<file path="src/rtl/iso_rx_pkg.sv">
package iso_rx_pkg;
  // control/status word bit positions
  localparam int CTL_RDY  = 0;
  localparam int CTL_OVR  = 1;
  localparam int CTL_CRC  = 2;
  localparam int CTL_DMA  = 13;
  localparam int CTL_ISO  = 14;
  localparam int CTL_ACLR = 15;

  typedef struct packed {
    logic aclr;
    logic iso;
    logic dma;
  } ep_mode_t;
endpackage

</file>
<file path="src/rtl/iso_rx_buf.sv">
module iso_rx_buf #(
  parameter int NSLOT   = 2,
  parameter int MAX_PKT = 64,
  parameter int DW      = 8,
  localparam int SLOT_W = (NSLOT > 1) ? $clog2(NSLOT) : 1,
  localparam int IDX_W  = (MAX_PKT > 1) ? $clog2(MAX_PKT) : 1
) (
  input  logic              clk,
  input  logic              we,
  input  logic [SLOT_W-1:0] wslot,
  input  logic [IDX_W-1:0]  widx,
  input  logic [DW-1:0]     wdata,
  input  logic [SLOT_W-1:0] rslot,
  input  logic [IDX_W-1:0]  ridx,
  output logic [DW-1:0]     rdata
);
  logic [DW-1:0] slot_rd [NSLOT];

  for (genvar s = 0; s < NSLOT; s++) begin : g_slot
    logic [DW-1:0] mem [MAX_PKT];
    always_ff @(posedge clk) begin
      if (we && wslot == SLOT_W'(s)) mem[widx] <= wdata;
    end
    assign slot_rd[s] = mem[ridx];
  end

  assign rdata = slot_rd[rslot];
endmodule

</file>
<file path="src/rtl/iso_rx_slot_q.sv">
module iso_rx_slot_q #(
  parameter int NSLOT = 2,
  parameter int LEN_W = 7,
  localparam int SLOT_W = (NSLOT > 1) ? $clog2(NSLOT) : 1,
  localparam int CNT_W  = $clog2(NSLOT + 1)
) (
  input  logic              clk,
  input  logic              rst_n,
  input  logic              dbl,
  input  logic              push,
  input  logic [LEN_W-1:0]  push_len,
  input  logic              pop,
  output logic              full,
  output logic              empty,
  output logic [SLOT_W-1:0] head,
  output logic [SLOT_W-1:0] tail,
  output logic [LEN_W-1:0]  head_len
);
  logic [CNT_W-1:0] count;
  logic [CNT_W-1:0] cap;
  logic [LEN_W-1:0] len_q [NSLOT];

  function automatic logic [SLOT_W-1:0] nxt(input logic [SLOT_W-1:0] p);
    return (p == SLOT_W'(NSLOT - 1)) ? '0 : p + 1'b1;
  endfunction

  assign cap   = dbl ? CNT_W'(NSLOT) : CNT_W'(1);
  assign full  = count >= cap;
  assign empty = count == '0;

  always_ff @(posedge clk) begin
    if (!rst_n) begin
      count <= '0;
      head  <= '0;
      tail  <= '0;
    end else begin
      if (push) tail <= nxt(tail);
      if (pop)  head <= nxt(head);
      case ({push, pop})
        2'b10:   count <= count + 1'b1;
        2'b01:   count <= count - 1'b1;
        default: count <= count;
      endcase
    end
  end

  for (genvar s = 0; s < NSLOT; s++) begin : g_len
    always_ff @(posedge clk) begin
      if (!rst_n) len_q[s] <= '0;
      else if (push && tail == SLOT_W'(s)) len_q[s] <= push_len;
    end
  end

  assign head_len = empty ? '0 : len_q[head];
endmodule

</file>
<file path="src/rtl/iso_rx_ep.sv">
module iso_rx_ep
  import iso_rx_pkg::*;
#(
  parameter int MAX_PKT = 64,
  parameter int DW      = 8,
  parameter int NSLOT   = 2,
  localparam int LEN_W  = $clog2(MAX_PKT + 1),
  localparam int IDX_W  = (MAX_PKT > 1) ? $clog2(MAX_PKT) : 1,
  localparam int SLOT_W = (NSLOT > 1) ? $clog2(NSLOT) : 1
) (
  input  logic             clk,
  input  logic             rst_n,
  input  logic             cfg_dbl,
  input  logic             cfg_wr,
  input  logic [15:0]      cfg_wdata,
  output logic [15:0]      ctrl_rdata,
  input  logic             maxp_wr,
  input  logic [LEN_W-1:0] maxp_wdata,
  output logic [LEN_W-1:0] rx_count,
  input  logic             lnk_valid,
  input  logic [DW-1:0]    lnk_data,
  input  logic             lnk_last,
  input  logic             lnk_crc_err,
  output logic             rd_valid,
  input  logic             rd_ready,
  output logic [DW-1:0]    rd_data,
  output logic             irq,
  output logic             dma_req
);
  localparam logic [LEN_W-1:0] MAXP_L = LEN_W'(MAX_PKT);

  ep_mode_t         mode;
  logic [LEN_W-1:0] maxp;
  logic             ovr_flag, crc_flag;

  // receive capture state
  logic             rx_busy, rx_keep, rx_crc;
  logic [LEN_W-1:0] wr_idx;

  // queue interface
  logic              q_full, q_empty, q_push, q_pop;
  logic [SLOT_W-1:0] q_head, q_tail;
  logic [LEN_W-1:0]  q_head_len, push_len;

  // unload side
  logic [LEN_W-1:0] rd_ptr;
  logic             rd_fire, sw_pop, auto_pop;

  // receive path
  logic beat, keep_now, wr_en, ovr_set, room;
  assign beat     = lnk_valid && mode.iso;
  assign keep_now = rx_busy ? rx_keep : !q_full;
  assign room     = wr_idx < MAXP_L;
  assign wr_en    = beat && keep_now && room;
  assign push_len = room ? wr_idx + 1'b1 : wr_idx;
  assign q_push   = beat && lnk_last && keep_now;
  assign ovr_set  = beat && lnk_last && !keep_now;

  always_ff @(posedge clk) begin
    if (!rst_n) begin
      rx_busy <= 1'b0;
      rx_keep <= 1'b0;
      rx_crc  <= 1'b0;
      wr_idx  <= '0;
    end else if (beat) begin
      if (lnk_last) begin
        rx_busy <= 1'b0;
        rx_crc  <= 1'b0;
        wr_idx  <= '0;
      end else begin
        rx_busy <= 1'b1;
        rx_keep <= keep_now;
        rx_crc  <= rx_crc | lnk_crc_err;
        wr_idx  <= push_len;
      end
    end
  end

  // register block
  wire unused_bits = ^{cfg_wdata[12:3]};

  assign sw_pop = cfg_wr && !cfg_wdata[CTL_RDY] && !q_empty;

  always_ff @(posedge clk) begin
    if (!rst_n) begin
      mode     <= '0;
      maxp     <= MAXP_L;
      ovr_flag <= 1'b0;
      crc_flag <= 1'b0;
    end else begin
      if (cfg_wr) begin
        mode.aclr <= cfg_wdata[CTL_ACLR];
        mode.iso  <= cfg_wdata[CTL_ISO];
        mode.dma  <= cfg_wdata[CTL_DMA];
      end
      if (maxp_wr) maxp <= maxp_wdata;
      if (ovr_set) ovr_flag <= 1'b1;
      else if (cfg_wr && !cfg_wdata[CTL_OVR]) ovr_flag <= 1'b0;
      if (q_push && (rx_crc || lnk_crc_err)) crc_flag <= 1'b1;
      else if (cfg_wr && !cfg_wdata[CTL_CRC]) crc_flag <= 1'b0;
    end
  end

  // unload path
  assign rd_valid = !q_empty && (rd_ptr < q_head_len);
  assign rd_fire  = rd_valid && rd_ready;
  assign auto_pop = rd_fire && mode.aclr && !mode.dma &&
                    (q_head_len == maxp) && (rd_ptr == q_head_len - 1'b1);
  assign q_pop    = sw_pop || auto_pop;

  always_ff @(posedge clk) begin
    if (!rst_n)       rd_ptr <= '0;
    else if (q_pop)   rd_ptr <= '0;
    else if (rd_fire) rd_ptr <= rd_ptr + 1'b1;
  end

  iso_rx_slot_q #(.NSLOT(NSLOT), .LEN_W(LEN_W)) u_q (
    .clk      (clk),
    .rst_n    (rst_n),
    .dbl      (cfg_dbl),
    .push     (q_push),
    .push_len (push_len),
    .pop      (q_pop),
    .full     (q_full),
    .empty    (q_empty),
    .head     (q_head),
    .tail     (q_tail),
    .head_len (q_head_len)
  );

  iso_rx_buf #(.NSLOT(NSLOT), .MAX_PKT(MAX_PKT), .DW(DW)) u_buf (
    .clk   (clk),
    .we    (wr_en),
    .wslot (q_tail),
    .widx  (wr_idx[IDX_W-1:0]),
    .wdata (lnk_data),
    .rslot (q_head),
    .ridx  (rd_ptr[IDX_W-1:0]),
    .rdata (rd_data)
  );

  // outputs
  always_comb begin
    ctrl_rdata           = '0;
    ctrl_rdata[CTL_RDY]  = !q_empty;
    ctrl_rdata[CTL_OVR]  = ovr_flag;
    ctrl_rdata[CTL_CRC]  = crc_flag;
    ctrl_rdata[CTL_DMA]  = mode.dma;
    ctrl_rdata[CTL_ISO]  = mode.iso;
    ctrl_rdata[CTL_ACLR] = mode.aclr;
  end

  assign rx_count = q_head_len;
  assign dma_req  = mode.dma && !q_empty;
  assign irq      = ovr_flag || crc_flag || (!mode.dma && !q_empty);
endmodule

</file>
<file path="config.mk">
export PLATFORM = sky130hd
export DESIGN_NAME = iso_rx_ep
export DESIGN_NICKNAME = d
export VERILOG_FILES = /design/src/rtl/iso_rx_pkg.sv /design/src/rtl/iso_rx_buf.sv /design/src/rtl/iso_rx_slot_q.sv /design/src/rtl/iso_rx_ep.sv
export SDC_FILE = /design/constraint.sdc
export NUM_CORES = 1
export LEC_CHECK = 0
export ABC_AREA = 1
export CELL_PAD_IN_SITES_DETAIL_PLACEMENT = 2
export CELL_PAD_IN_SITES_GLOBAL_PLACEMENT = 2
export CORE_ASPECT_RATIO = 2
export CORE_MARGIN = 5
export CORE_UTILIZATION = 25
export DETAILED_ROUTE_END_ITERATION = 6
export PLACE_DENSITY = 0.58
export SYNTH_ARGS = -nofsm -noshare
export SYNTH_HDL_FRONTEND = slang
export SYNTH_SLANG_ARGS = --single-unit
</file>
<file path="constraint.sdc">
create_clock -name clk -period 7.2 [get_ports clk]
set_input_delay 1.44 -clock clk [delete_from_list [all_inputs] [get_ports clk]]
set_output_delay 1.44 -clock clk [all_outputs]
set_load 0.03 [all_outputs]
</file>
==> qor.yml, run 1 <==
rows: 218
critPathMaxStageDelay_ns: 0.70
outcome: "completed"
yosysSeqAreaShare_pct: 72.1
ys_warn_count: 0
grt_pass1_wl_mm: 220
syn_area_sq_um: 44400
start_kind: "flop"
clock_skew_ns: 0.0369
drt_iter0_markers: 1500
grt_pass1_vias: 33000
vias: 29500
clk_pin_slew_ns: 0.07
netlist.area_leader.share_pct: 70.3
post-place-cells: 5991
clock-sinks: 1078
groute.usage.overall_pct: 15.9
clkLatencyLatePin_ns: 0.71
cp.depth: 13
yosysMostFrequentCell: "edfxtp_1"
p_per_area_nw_per_um2: 248
slowest_stage: "clkdlybuf4s50_1"
crit_end: "rd_data[4]"
nFillCells: 19000
leakage_nw: 16.6
peakVddDrop_uv: 177
cts_post_setup_buffers_inserted: 0
synth_commonest_cells: "edfxtp_1 (1038), nand2_1 (732), nor2_1 (560), o21ai_0 (433), nand3_1 (358)"
ios: 74
ant_nets: 0
r2r_end: "u_buf.g_slot[1].mem[53][4]$_DFFE_PP_"
max_freq_mhz: 168
synthToLayoutAreaGrowth_pct: 14.0
maxCapViolations: 0
cts_tree: "done"
synth_cell_type_count: 39
synth_top_cell_by_area: "edfxtp_1"
min_path_type: "flop to flop"
tightest_slew_ns: 1.32
postCtsHoldBufs: 0
arrival_ns: 4.52
tns_ns: 0
antenna_found_initial: 1
hold_viol: 0
avgSynthCellArea_sq_um: 11.6
stdcell_count: 6174
cp_max_fo: 156
crit_buf_inv: 3
critical_path.top_delay_family: "buffers and inverters"
initial_core_util_pct: 25.1
routabilityCongestion: 0.774
grt_start_max_net_pins: 157
finalCritPeriodShare_pct: 82.8
dieHeight_um: 606
drive_above_1_share_pct: 6.21
critical_path_required_ns: 5.76
slew_viol_final: 0
reg2reg_slack_ns: 3.43
gr-total-overflow: 0
cp_common_cell: "nand2_1"
setup-violations-final: 0
synth_cells: 3828
fp.coreArea_sq_um: 176000
rr_worst_depth: 4
post_dp_cell_area_sq_um: 47300
crit_type: "flop to output pin"
cp_cell_sequence: "inv_16 > buf_4 > nor2_1 > o22ai_1 > nand2_1 > nand3_1 > nand2_1 > nand2_1 > nand3_1 > nand2_1 > nand2_1 > nand2_1 > clkdlybuf4s50_1"
postSynth.asyncResetShare_pct: 0
fin_crit_ns: 5.96
h-tree-depth: 3
stdcell_area_sq_um: 50600
rsz0062_at_grt: "no"
drc_errors: 0
synth-seq-cells: 1078
synthTopCellsByArea: "edfxtp_1 (70%), nand2_1 (6.2%), o21ai_0 (4.9%)"
drt-pass1-iter-count: 5
cts-root-buf: "clkbuf_16"
via_per_inst: 4.77
wl_mm: 152
maxSlewHeadroom_pct: 11.8
wl_per_cell_um: 24.5
dp_hpwl_mm: 96.1
r2r_start: "wr_idx[0]$_SDFFE_PN0P_"
endpoint_kind: "output pin"
post_cts_resized: 0
holdWs_ns: 0.459
min-delay-start: "rx_crc$_SDFFE_PN0P_"
clk_path_buf_depth: 3
synthFlopType: "edfxtp_1"
synth_edf_count: 1038
numCtsBuffers: 98
nNetsFinal: 3834
die_area_sq_um: 186000
die_w_um: 308
portBuffers: 53
where the power goes:
group / leakage, nW / internal [mW] / total [mW] / switching (mW)
Combinational: 5.35 / 0.0451 / 0.240 / 0.195
Clock: 1.58 / 2.99 / 5.43 / 2.45
Sequential: 9.67 / 6.87 / 6.88 / 0.00663
Total: 16.6 / 9.91 / 12.6 / 2.65
metrics by stage:
stage | setup WS (ns) | power, mW | util, %
after CTS | 1.15 | 12.7 | 28.7
after global placement | 1.99 | 7.26 | 26.8
after floorplan | 3.67 | 7.10 | -
final | 1.24 | 12.6 | 28.7
after global routing | 1.02 | 13.0 | 28.7
after detailed placement | 1.94 | 7.27 | 26.8
cell families (layout without fill, tap and decap cells):
family,Yosys count,in the layout,synth area share (%)
and+or+nand+nor,1679,1679,15.4
DFF,1078,1078,72.1
other,1,11,0.00845
xor gates and xnor gates,8,8,0.158
buffers and inverters,362,388,3.60
adders and majority gates,13,13,0.367
AOI/OAI and AO/OA,687,687,8.35
cell type report:
cell class	count	area, sq um	share of cell area (%)
timing repair buffer	99	1090	2.16
clock buffer	114	2550	5.05
sequential	1078	32000	63.3
inverter	107	425	0.841
multi-input combinational	2397	10900	21.6
clock inverter	68	698	1.38
antenna	1	2.50	0.00495
tap	2310	2890	5.72
worst min-delay path by stage:
stage | endpoint | slack (ns) | cells after the start
detailed placement | rx_crc$_SDFFE_PN0P_ | 0.45 | 2
floorplan | rx_crc$_SDFFE_PN0P_ | 0.42 | 2
CTS | rx_crc$_SDFFE_PN0P_ | 0.46 | 2
global route | rx_crc$_SDFFE_PN0P_ | 0.49 | 2
global placement | rx_crc$_SDFFE_PN0P_ | 0.44 | 2
finish | rx_crc$_SDFFE_PN0P_ | 0.46 | 2
routing by layer:
layer / GRT usage, % / share of wire [%]
met2: 31.6 / 56
met3: 1.63 / 2.3
met5: 0 / 0
met4: 8.22 / 5.8
met1: 16.1 / 36
tightest hold or removal path, stage by stage (launching register included):
cell	delay [ns]
dfxtp_1	0.32
inv_1	0.05
a21oi_1	0.05
layout by cell type (no fill, tap or decap), types with 2 or more instances in the layout:
cell	synthesis	routed
a21boi_0	2	2
a21oi_1	57	57
a21oi_2	5	5
buf_12	0	19
buf_4	22	35
bufinv_16	0	12
clkbuf_1	118	14
clkbuf_16	0	100
clkdlybuf4s50_1	0	45
clkinv_1	3	20
clkinv_2	0	21
clkinv_4	0	2
clkinv_8	0	3
clkinvlp_4	0	8
conb_1	1	10
dfxtp_1	40	36
dfxtp_4	0	3
edfxtp_1	1038	1038
ha_1	13	13
inv_1	98	97
inv_2	5	4
inv_6	0	4
nand2_1	732	732
nand2_2	3	3
nand3_1	358	358
nand3b_1	3	3
nand4_1	7	7
nor2_1	560	559
nor2_2	1	2
nor3_2	0	3
nor3_4	0	6
o21ai_0	433	433
o22ai_1	185	185
xor2_1	7	7
flip-flops by register name (all words and copies together), names as in the netlist, named ones only:
signal            count
crc_flag              1
ctrl_rdata            3
maxp                  7
ovr_flag              1
rd_ptr                7
rx_busy               1
rx_crc                1
rx_keep               1
u_buf.g_slot.mem   1024
u_q.count             2
u_q.head              1
u_q.len_q            14
u_q.tail              1
wr_idx                7
No activity file was read; power rests on OpenSTA's default activity.
==> inputs of run 2 (changes only) <==
--- a/config.mk
+++ b/config.mk
@@ -12,7 +12,7 @@
 export CORE_MARGIN = 5
 export CORE_UTILIZATION = 25
 export DETAILED_ROUTE_END_ITERATION = 6
-export PLACE_DENSITY = 0.58
+export PLACE_DENSITY = 0.6
 export SYNTH_ARGS = -nofsm -noshare
 export SYNTH_HDL_FRONTEND = slang
 export SYNTH_SLANG_ARGS = --single-unit
==> constraint.sdc (replaced) <==
create_clock -name clk -period 5.4 [get_ports clk]
set_input_delay 1.08 -clock clk [delete_from_list [all_inputs] [get_ports clk]]
set_output_delay 1.08 -clock clk [all_outputs]
set_load 0.03 [all_outputs]
==> run 2 against run 1 <==
Cell count increased by 1.4%. Design area increased by 1.4%. Register-to-register slack got worse by 1.7 ns. Wire length increased by 1.6%. Clock power increased by 35%. Sequential share of layout area decreased by 0.86 points. Die area unchanged. Clock skew increased by 0.0053 ns. Flip-flop and latch count unchanged. Global-route usage increased by 0.29 points. Critical path type unchanged.
==> qor.yml, run 2 (synthesized netlist as in run 1, its figures left out) <==
outcome: "completed"  # unchanged
synthToLayoutAreaGrowth_pct: 15.5  # was 14.0%
vias: 30000  # was 29500
peakVddDrop_uv: 225  # was 177 uV
clk_path_buf_depth: 3  # unchanged
gr-total-overflow: 0  # unchanged
p_switching_mw: 3.53  # was 2.65 mW
ant_nets: 0  # unchanged
die_area_sq_um: 186000  # unchanged
p_per_area_nw_per_um2: 329  # was 248 nW/um^2
max_freq_mhz: 189
cts_tree: "done"  # unchanged
grt_pass1_vias: 33700  # was 33000
crit_end: "rd_data[5]"  # was rd_data[4]
utilization_pct: 29.0  # was 28.7%
maxCapViolations: 0  # unchanged
clk_pin_slew_ns: 0.07  # about the same
routabilityCongestion: 0.767  # was 0.774
crit_type: "flop to output pin"  # unchanged
groute.usage.overall_pct: 16.2  # was 15.9%
stdcell_area_sq_um: 51300  # was 50600 sq um
cp_cell_sequence: "inv_8 > buf_4 > nand3_1 > nand3_1 > nand3_1 > nand2_1 > nand2_1 > nand3_1 > nand2_1 > nand2_1 > nand2_1 > clkdlybuf4s50_1"  # was inv_16 > buf_4 > nor2_1 > o22ai_1 > nand2_1 > nand3_1 > nand2_1 > nand2_1 > nand3_1 > nand2_1 > nand2_1 > nand2_1 > clkdlybuf4s50_1
p_sw_share_pct: 20.9  # was 21.1%
fin_crit_ns: 5.28
cp_common_cell: "nand2_1"  # unchanged
numCtsBuffers: 96  # was 98
seqPwrFrac_pct: 54.4  # was 54.8%
p_clk_share_pct: 43.6  # was 43.3%
grt_pass1_wl_mm: 224  # was 220 mm
holdWs_ns: 0.453  # was 0.459 ns
clkLatencyLatePin_ns: 0.72  # was 0.71 ns
leakage_nw: 17.1  # was 16.6 nW
drc_errors: 0  # unchanged
post_dp_cell_area_sq_um: 48000  # was 47300 sq um
drive_above_1_share_pct: 8.33  # was 6.21%
top_regs: "u_buf.g_slot.mem: 1024 flops, u_q.len_q: 14 flops"  # unchanged
wl_mm: 154  # was 152 mm
min_path_type: "flop to flop"  # unchanged
regMostFlops: "u_buf.g_slot.mem"  # unchanged
initial_core_util_pct: 25.1  # unchanged
clock-sinks: 1078  # unchanged
antenna_found_initial: 4  # was 1
drt-pass1-iter-count: 5  # unchanged
dieHeight_um: 606  # unchanged
wl_per_cell_um: 24.6  # was 24.5 um
pwr-share-comb_pct: 2.0  # was 1.9%
setup-violations-final: 0  # unchanged
fp.coreArea_sq_um: 176000  # unchanged
grt_start_max_net_pins: 129  # was 157
tightest_slew_ns: 1.31  # was 1.32 ns
nNetsFinal: 3926  # was 3834
maxSlewHeadroom_pct: 12.2  # was 11.8%
drt_iter0_markers: 1594  # was 1500
critical_path_required_ns: 4.32  # was 5.76 ns
slew_viol_final: 0  # unchanged
ios: 74  # unchanged
cts-root-buf: "clkbuf_16"  # unchanged
hold_viol: 0  # unchanged
final_common_cell: "edfxtp_1"  # unchanged
portBuffers: 53  # unchanged
p_int_mw: 13.3  # was 9.91 mW
arrival_ns: 4.20  # was 4.52 ns
slowest_stage: "dfxtp_4"  # was clkdlybuf4s50_1
r2r_end: "u_q.count[1]$_SDFFE_PN0P_"  # was u_buf.g_slot[1].mem[53][4]$_DFFE_PP_
finalCritPeriodShare_pct: 97.8
rr_worst_depth: 16  # was 4
h-tree-depth: 3  # unchanged
dp_hpwl_mm: 101  # was 96.1 mm
cts_post_setup_buffers_inserted: 0  # unchanged
critPathMaxStageDelay_ns: 0.79  # was 0.70 ns
tns_ns: 0  # unchanged
cp_max_fo: 41  # was 156
largest_reg_flops: 1024  # unchanged
final_cell_mix: "edfxtp_1 (1038), nand2_1 (732), nor2_1 (560), o21ai_0 (433), nand3_1 (358)"  # was edfxtp_1 (1038), nand2_1 (732), nor2_1 (559), o21ai_0 (433), nand3_1 (358)
clock_skew_ns: 0.0422  # was 0.0369 ns
power_mw: 16.9  # was 12.6 mW
via_per_inst: 4.79  # was 4.77
endpoint_kind: "output pin"  # unchanged
reg2reg_slack_ns: 1.77  # was 3.43 ns
rsz0062_at_grt: "no"  # unchanged
rows: 218  # unchanged
start_kind: "flop"  # unchanged
die_w_um: 308  # unchanged
r2r_start: "u_q.count[0]$_SDFFE_PN0P_"  # was wr_idx[0]$_SDFFE_PN0P_
==> run 2: cell count changes in the layout (fill, tap and decap cells not counted), sizes merged <==
cell / previous run / this run
clkdlybuf4s50: 45 / 39
bufinv: 12 / 15
clkbuf: 114 / 117
clkinvlp: 9 / 2
buf: 54 / 154
clkinv: 46 / 40
==> run 2: power groups by stage <==
stage | combinational (mW) | sequential (mW) | clock (mW)
CTS | 0.348 | 9.17 | 7.51
global route | 0.366 | 9.17 | 7.83
finish | 0.338 | 9.17 | 7.35
floorplan | 0.106 | 9.36 | 0
global placement | 0.336 | 9.35 | 0
detailed placement | 0.347 | 9.36 | 0
==> run 2: how the worst min path moves through the flow <==
stage	start	depth (start not counted)	slack (ns)	end
2_1_floorplan	rx_crc$_SDFFE_PN0P_	2	0.42	rx_crc$_SDFFE_PN0P_
3_3_place_gp	rx_crc$_SDFFE_PN0P_	2	0.44	rx_crc$_SDFFE_PN0P_
3_5_place_dp	rx_crc$_SDFFE_PN0P_	2	0.45	rx_crc$_SDFFE_PN0P_
4_1_cts	rx_crc$_SDFFE_PN0P_	2	0.46	rx_crc$_SDFFE_PN0P_
5_1_grt	rx_crc$_SDFFE_PN0P_	2	0.48	rx_crc$_SDFFE_PN0P_
6_report	rx_crc$_SDFFE_PN0P_	2	0.45	rx_crc$_SDFFE_PN0P_
==> run 2: critical path: cells and delay by family, from the launching register on <==
kind	cells	cell delay [ns]
buffers and inverters	3	1.33
flip-flops	1	0.79
AND/OR/NAND/NOR	9	1.27
==> run 2: final cells by class <==
class / instances / area (sq um)
Tap cell: 2310 / 2890
Clock buffer: 117 / 2550
Clock inverter: 58 / 717
Sequential cell: 1078 / 32000
Inverter: 107 / 424
Fill cell: 19000 / 125000
Timing Repair Buffer: 193 / 1810
Antenna cell: 1 / 2.50
Multi-Input combinational cell: 2397 / 10900
==> run 2: through the flow <==
stage,setup WS [ns],cells
2_1_floorplan,2.23,3837
3_3_place_gp,0.744,6085
3_5_place_dp,0.707,6085
4_1_cts,0.0345,6260
5_1_grt,0.0184,6261
6_report,0.118,6261
==> run 2: repair_timing <==
| item | 4_1_cts | 5_1_grt |
|---|---|---|
| hold buffers | 0 | 0 |
| hold endpoints to repair | 0 | 0 |
| setup endpoints to repair | 1 | 0 |
| resized for setup | 1 | 0 |
==> run 2: metal layers <==
metal | up-vias | wire, um | global-route usage (%)
li1 | 13700 | - | -
met1 | 15600 | 55700 | 16.6
met2 | 475 | 86000 | 32.1
met3 | 240 | 3740 | 1.54
met4 | 0 | 8490 | 8.12
met5 | - | 0 | 0
